File: src/rtl/i2cmon_pkg.sv
package i2cmon_pkg;

   // bus condition decoded from one pair of synchronised samples
   typedef struct packed {
      logic first_start;
      logic again_start;
      logic halt;
   } bus_cond_t;

   function automatic int unsigned cnt_width(input int unsigned n);
      return (n < 2) ? 1 : $clog2(n + 1);
   endfunction

endpackage

File: src/rtl/i2cmon_sync.sv
module i2cmon_sync #(
   parameter int unsigned STAGES  = 2,
   parameter logic        RST_VAL = 1'b1
) (
   input  logic clk,
   input  logic rst_n,
   input  logic d,
   output logic q
);

   if (STAGES < 2) begin : g_bad_depth
      $error("i2cmon_sync: STAGES must be at least 2");
   end

   logic [STAGES-1:0] chain;

   for (genvar i = 0; i < STAGES; i++) begin : g_stage
      if (i == 0) begin : g_head
         always_ff @(posedge clk or negedge rst_n) begin
            if (!rst_n) chain[0] <= RST_VAL;
            else        chain[0] <= d;
         end
      end else begin : g_tail
         always_ff @(posedge clk or negedge rst_n) begin
            if (!rst_n) chain[i] <= RST_VAL;
            else        chain[i] <= chain[i-1];
         end
      end
   end

   assign q = chain[STAGES-1];

endmodule

File: src/rtl/i2cmon_cond.sv
module i2cmon_cond
   import i2cmon_pkg::*;
(
   input  logic      clk,
   input  logic      rst_n,
   input  logic      scl_s,
   input  logic      sda_s,
   output bus_cond_t cond_now,
   output logic      scl_rise,
   output logic      busy_q,
   output bus_cond_t cond_q
);

   logic scl_prev, sda_prev;
   logic sda_fall_hi, sda_rise_hi;

   always_ff @(posedge clk or negedge rst_n) begin
      if (!rst_n) begin
         scl_prev <= 1'b1;
         sda_prev <= 1'b1;
      end else begin
         scl_prev <= scl_s;
         sda_prev <= sda_s;
      end
   end

   assign sda_fall_hi = scl_s & scl_prev & sda_prev & ~sda_s;
   assign sda_rise_hi = scl_s & scl_prev & ~sda_prev & sda_s;
   assign scl_rise    = scl_s & ~scl_prev;

   always_comb begin
      cond_now.first_start = sda_fall_hi & ~busy_q;
      cond_now.again_start = sda_fall_hi & busy_q;
      cond_now.halt        = sda_rise_hi;
   end

   always_ff @(posedge clk or negedge rst_n) begin
      if (!rst_n) begin
         busy_q <= 1'b0;
         cond_q <= '0;
      end else begin
         cond_q <= cond_now;
         if (sda_rise_hi)      busy_q <= 1'b0;
         else if (sda_fall_hi) busy_q <= 1'b1;
      end
   end

   AST_FIRST_SETS_BUSY: assert property (@(posedge clk) disable iff (!rst_n)
      cond_q.first_start |-> busy_q);
   AST_HALT_CLEARS_BUSY: assert property (@(posedge clk) disable iff (!rst_n)
      cond_q.halt |-> !busy_q);
   AST_AGAIN_KEEPS_BUSY: assert property (@(posedge clk) disable iff (!rst_n)
      cond_q.again_start |-> (busy_q && $past(busy_q)));
   AST_ONE_COND: assert property (@(posedge clk) disable iff (!rst_n)
      $onehot0({cond_q.first_start, cond_q.again_start, cond_q.halt}));
   AST_COND_NEEDS_SCL_HI: assert property (@(posedge clk) disable iff (!rst_n)
      (cond_now.first_start || cond_now.again_start || cond_now.halt)
         |-> (scl_s && $stable(scl_s)));

endmodule

File: src/rtl/i2cmon_frame.sv
module i2cmon_frame
   import i2cmon_pkg::*;
#(
   parameter int unsigned FRAME_BITS = 9
) (
   input  logic clk,
   input  logic rst_n,
   input  logic scl_rise,
   input  logic sda_s,
   input  logic busy,
   input  logic restart,
   output logic ack_slot,
   output logic ack_sda
);

   localparam int unsigned CNT_W = cnt_width(FRAME_BITS);
   localparam logic [CNT_W-1:0] LAST = CNT_W'(FRAME_BITS - 1);

   if (FRAME_BITS < 2) begin : g_bad_frame
      $error("i2cmon_frame: FRAME_BITS must be at least 2");
   end

   logic [CNT_W-1:0] rises;
   logic             at_last;

   assign at_last = (rises == LAST);

   always_ff @(posedge clk or negedge rst_n) begin
      if (!rst_n) begin
         rises    <= '0;
         ack_slot <= 1'b0;
         ack_sda  <= 1'b1;
      end else begin
         ack_slot <= 1'b0;
         if (restart) begin
            rises <= '0;
         end else if (scl_rise && busy) begin
            if (at_last) begin
               rises    <= '0;
               ack_slot <= 1'b1;
               ack_sda  <= sda_s;
            end else begin
               rises <= rises + 1'b1;
            end
         end
      end
   end

   AST_CNT_IN_RANGE: assert property (@(posedge clk) disable iff (!rst_n)
      rises <= LAST);
   AST_ACK_ONE_CYCLE: assert property (@(posedge clk) disable iff (!rst_n)
      ack_slot |=> !ack_slot);
   AST_IDLE_NO_COUNT: assert property (@(posedge clk) disable iff (!rst_n)
      (!busy && !restart) |=> $stable(rises));

endmodule

File: src/rtl/i2c_bus_monitor.sv
module i2c_bus_monitor
   import i2cmon_pkg::*;
#(
   parameter int unsigned SYNC_STAGES = 2,
   parameter int unsigned FRAME_BITS  = 9
) (
   input  logic clk,
   input  logic rst_n,
   input  logic scl_in,
   input  logic sda_in,
   output logic start_p,
   output logic rstart_p,
   output logic stop_p,
   output logic bus_busy,
   output logic ack_slot,
   output logic ack_sda
);

   logic      scl_s, sda_s, scl_rise, busy_q;
   bus_cond_t cond_now, cond_q;

   i2cmon_sync #(.STAGES(SYNC_STAGES), .RST_VAL(1'b1)) u_sync_scl (
      .clk(clk), .rst_n(rst_n), .d(scl_in), .q(scl_s));

   i2cmon_sync #(.STAGES(SYNC_STAGES), .RST_VAL(1'b1)) u_sync_sda (
      .clk(clk), .rst_n(rst_n), .d(sda_in), .q(sda_s));

   i2cmon_cond u_cond (
      .clk(clk), .rst_n(rst_n), .scl_s(scl_s), .sda_s(sda_s),
      .cond_now(cond_now), .scl_rise(scl_rise), .busy_q(busy_q),
      .cond_q(cond_q));

   i2cmon_frame #(.FRAME_BITS(FRAME_BITS)) u_frame (
      .clk(clk), .rst_n(rst_n), .scl_rise(scl_rise), .sda_s(sda_s),
      .busy(busy_q),
      .restart(cond_now.first_start | cond_now.again_start | cond_now.halt),
      .ack_slot(ack_slot), .ack_sda(ack_sda));

   assign start_p  = cond_q.first_start;
   assign rstart_p = cond_q.again_start;
   assign stop_p   = cond_q.halt;
   assign bus_busy = busy_q;

   AST_ACK_APART_FROM_COND: assert property (@(posedge clk) disable iff (!rst_n)
      ack_slot |-> !(start_p || rstart_p || stop_p));
   AST_ACK_ONLY_BUSY: assert property (@(posedge clk) disable iff (!rst_n)
      ack_slot |-> $past(bus_busy));

endmodule

File: config.mk
export PLATFORM = sky130hd
export DESIGN_NAME = i2c_bus_monitor
export DESIGN_NICKNAME = d
export VERILOG_FILES = /design/src/rtl/i2cmon_pkg.sv /design/src/rtl/i2cmon_sync.sv /design/src/rtl/i2cmon_cond.sv /design/src/rtl/i2cmon_frame.sv /design/src/rtl/i2c_bus_monitor.sv
export SDC_FILE = /design/constraint.sdc
export NUM_CORES = 1
export LEC_CHECK = 0
export CORE_AREA = 2 2 39 41
export CTS_CLUSTER_SIZE = 28
export DETAILED_ROUTE_END_ITERATION = 6
export DIE_AREA = 0 0 41 43
export DONT_BUFFER_PORTS = 1
export PLACE_DENSITY_LB_ADDON = 0.05
export SETUP_SLACK_MARGIN = 0.02
export SYNTH_ARGS = -nofsm -noshare
export SYNTH_HDL_FRONTEND = slang
export SYNTH_SLANG_ARGS = --single-unit
File: constraint.sdc
create_clock -name clk -period 1.5 [get_ports clk]
set_input_delay 0.075 -clock clk [delete_from_list [all_inputs] [get_ports clk]]
set_output_delay 0.075 -clock clk [all_outputs]
set_load 0.01 [all_outputs]
# Word-level counts from Yosys, hierarchy flattened
# Cells that the tools add are included.
[op_classes] mux=8 div=0 multipliers=0 add_sub_neg=1 magnitude_cmp=0 n_eq_ne=1 n_bitwise=15 shifts=0 reduce_logical=4
[ops] op="$mux W4" count=3
[ops] op="$and A1 B1 Y1" count=8
[ops] op="$mux W1" count=5
[ops] op="$not A1 Y1" count=5
[ops] op="$add A4 B1 Y4 const B" count=1
[ops] op="$eq A4 B4 Y1 const B" count=1
[ops] op="$reduce_bool A2 Y1" count=2
[ops] op="$reduce_and A3 Y1" count=1
[ops] op="$or A1 B1 Y1" count=2
[ops] op="$logic_and A1 B1 Y1" count=1
[totals] regBits=16 inputBits=4 ramBits=0 rom_bits=0 latch_bits=0 elab_cells=42 memories=0

# Logic depth before layout (Yosys ltp)
[logic_depth] word_depth=8 ltp_mapped=5 ltp_nobuf=5

# Hierarchy
# A second synthesis with hierarchy kept.
[unflattened] hier_cells=51 hier_area_um2=631.9
[by_module_without_submodules] module="i2cmon_frame" instances=1 area_each_um2=306.5 cells_per_inst=30
[by_module_without_submodules] module="i2cmon_cond" instances=1 area_each_um2=214.0 cells_per_inst=16
[by_module_without_submodules] module="i2cmon_sync" instances=2 area_each_um2=52.6 cells_per_inst=2
[by_module_without_submodules] module="i2c_bus_monitor" instances=1 area_each_um2=6.3 cells_per_inst=1

# Worst setup path after synthesis
# OpenSTA, ideal clock, no wires.
[synth_path] path_type="flip-flop to flip-flop" startpoint="register u_frame.rises[0]" endpoint="register u_frame.ack_sda" setup_slack_ns=0.254 arrival_time_ns=1.161 path_buffers=0 required_ns=1.415 path_stages_with_launch=6 cell_sequence="dfrtp_1 inv_1 ha_1 nand2_1 nor3_4 mux2_1"
[synth_between] elab_chain_len=2
[synth_rtl] item="start, declared" line="i2cmon_frame.sv:23" source="logic [CNT_W-1:0] rises;"
[synth_rtl] item="start signal, assigned" line="i2cmon_frame.sv:43" source="rises <= rises + 1'b1;"
[synth_rtl] item="$eq A4 B4 Y1" line="i2cmon_frame.sv:26" source="assign at_last = (rises == LAST);"
[synth_rtl] item="$reduce_and A3 Y1 (no line)"
[synth_rtl] item="end signal, assigned" line="i2cmon_frame.sv:41" source="ack_sda <= sda_s;"
[synth_rtl] item="end, declared" line="i2cmon_frame.sv:13" source="output logic ack_sda"
# Every way passes these cells.
# A chain may end at the register's enable or synchronous reset.

# Worst setup path in the final report
# Same ends and word-level chain as after synthesis.

==> impl_metrics.ini <==
[status]
run_status = completed

[grt]
grt_use_total = 0.148
grt_max_degree = 17
grt_pass1_wl_mm = 1.70
overflow = 0
grt_pass1_vias = 421
antenna_found_initial = 0

[worst_setup_path]
critPathMaxFanout = 3
cp.required_ps = 1720
slowest_delay_ps = 410
crit_buf_inv = 1
startpoint_type = register
path_class = register to register
worstPathCellList = inv_1 > ha_1 > nand2_1 > nor3_4 > mux2_1
crit_slowest_cell = dfrtp_1
critical_path.top_delay_family = flip-flops
end_kind = register
arrival_ps = 1570

[detailed_routing]
drc = 0
drt_iter0_drc = 5
vias = 401
dr.pass1.iters = 5
wl_per_cell_um = 13.4
drt-total-wl_um = 975
via_per_inst = 5.49
ant_nets = 0

[yosys]
syn_area_um2 = 647
avgSynthCellArea_um2 = 12.9
syn_nets = 56
synth-seq-cells = 16
postSynthCellCount = 50
seq_area_frac_synth = 0.632
synthDistinctLibCells = 22
ys_warn_count = 0

[sta]
tns_ps = 0
timing.hold.ws_ps = 260
setup_violations = 0
fin_crit_ps = 1360
slew_violations = 0
hold_violations = 0
tightest_slew_ps = 665
slew_headroom = 0.555
finalCritPeriodShare = 0.904
max_freq_mhz = 738
fin_skew_ps = 2.41
rsz0062_at_grt = false

[floorplan]
fp.dieArea_mm2 = 0.00176
die_w_um = 41
dieHeight_um = 43
rows = 14
start_util = 0.467
io_pins = 10
fp.coreArea_mm2 = 0.00138

[cts]
ctsHtreeMaxLevel = 1
path_clk_slew_ps = 90
cts_max_path_buffers = 2
clock_latency_ps = 280
numCtsBuffers = 3
clock-sinks = 16
cts_tree = yes
root_buffer = clkbuf_4
cts_resized = 0

[finish]
fillCellCount = 117
antenna_cells = 0
nets = 64
drive_above_1_share = 0.228
area_growth_pct = 13.3
final_cell_mix = dfrtp_1, dfstp_2, inv_1, o21ai_0
fin_area_um2 = 733
final_common_cell = dfrtp_1

[placed_design]
numPortBuffers = 0
placedInstanceArea_um2 = 667
gp_congestion = 0.680
hpwl_um = 731

[pwr]
pwr_density_cell_mw_per_mm2 = 1230
vdd_ir_drop_max_mv = 0.816
leakagePower_nw = 0.313

[hold_path]
hold_class = input port to asynchronous set/reset pin

[job]
max_cap_violations = 0
==> worst paths after layout <==
kind,endpoint,cells past startpoint,startpoint,slack [ps]
worst max-delay path,u_frame.ack_sda,5,u_frame.rises[0],140
worst min register to register,u_sync_scl.q,0,u_sync_scl.chain[0],360
worst max register to register,u_frame.ack_sda,5,u_frame.rises[0],140
max in group asynchronous,u_frame.ack_slot,1,rst_n,820
min in group clk,u_sync_sda.chain[0],1,sda_in,330
worst min-delay path,u_frame.rises[3],1,rst_n,260
==> worst register-to-register path: stages (launching register included) <==
cell	delay, ps
dfrtp_1	410
inv_1	100
ha_1	180
nand2_1	120
nor3_4	160
mux2_1	330
==> cell type report <==
cell class	count	area [um^2]	share of cell area
inverter	5	18.8	0.0256
sequential	16	409	0.558
multi-input combinational	29	219	0.299
clock buffer	4	36.3	0.0495
tap	16	20.0	0.0273
timing repair buffer	3	30.0	0.0410
==> cell usage after synthesis <==
master | instances | share of area
a21oi_1 | 1 | 0.0077
a31oi_1 | 1 | 0.0097
and3b_1 | 1 | 0.014
dfrtp_1 | 9 | 0.35
dfstp_2 | 7 | 0.28
ha_1 | 2 | 0.039
inv_1 | 5 | 0.029
mux2_1 | 1 | 0.017
mux2i_1 | 1 | 0.015
nand2_1 | 3 | 0.017
nand3_1 | 3 | 0.023
nand3b_4 | 1 | 0.031
nor3_1 | 1 | 0.0077
nor3_4 | 1 | 0.025
nor3b_1 | 2 | 0.023
o2111ai_1 | 1 | 0.014
o211ai_1 | 1 | 0.012
o21ai_0 | 5 | 0.039
o21ai_1 | 1 | 0.0077
o221ai_1 | 1 | 0.014
or3_1 | 1 | 0.0097
xnor2_1 | 1 | 0.014
==> layer usage <==
metal / vias to the layer above / share of wire / GRT usage
met5: - / 0 / 0
met4: 0 / 0.012 / 0.100
met3: 2 / 0.040 / 0.0366
met2: 8 / 0.53 / 0.234
met1: 198 / 0.41 / 0.163
li1: 193 / - / -
==> report_power, final <==
part | leakage (nW) | switching (mW) | internal (mW) | total, mW
Sequential | 0.191 | 0.0483 | 0.476 | 0.524
Combinational | 0.101 | 0.0526 | 0.0441 | 0.0967
Clock | 0.0210 | 0.130 | 0.148 | 0.278
Total | 0.313 | 0.231 | 0.668 | 0.899
==> stage by stage <==
step	setup slack (ps)	instances	util	power, mW
3_3_place_gp	194	66	0.482	0.610
3_5_place_dp	137	66	0.482	0.617
2_1_floorplan	254	50	-	0.590
4_1_cts	121	73	0.530	0.914
6_report	144	73	0.530	0.899
5_1_grt	61.4	73	0.530	0.951
==> timing repair <==
item / in CTS / in global routing
endpoints found under the hold margin: 18 / 0
setup endpoints to repair: 0 / 0
setup buffers: 0 / 0
hold buffers: 3 / 0
==> logic make-up (layout without fill, tap and decap cells) <==
| logic type | Yosys count | count (layout) | share of synthesized area |
|---|---|---|---|
| adder cells (fa/ha/maj) | 2 | 2 | 0.0387 |
| AO/OA/AOI/OAI | 11 | 11 | 0.103 |
| multiplexers | 2 | 2 | 0.0329 |
| AND/OR/NAND/NOR | 13 | 13 | 0.151 |
| flip-flops | 16 | 16 | 0.633 |
| XOR/XNOR | 1 | 1 | 0.0135 |
| buffers and inverters | 5 | 12 | 0.0290 |
==> state kept, by name, indices dropped and copies added (netlist names) <==
signal	flops
u_cond.scl_prev	1
u_sync_sda.chain	1
u_sync_scl.chain	1
u_cond.busy_q	1
u_cond.sda_prev	1
u_cond.cond_q	3
u_sync_sda.q	1
u_frame.rises	4
u_frame.ack_sda	1
u_frame.ack_slot	1
u_sync_scl.q	1
No activity file was read; power rests on OpenSTA's default activity.
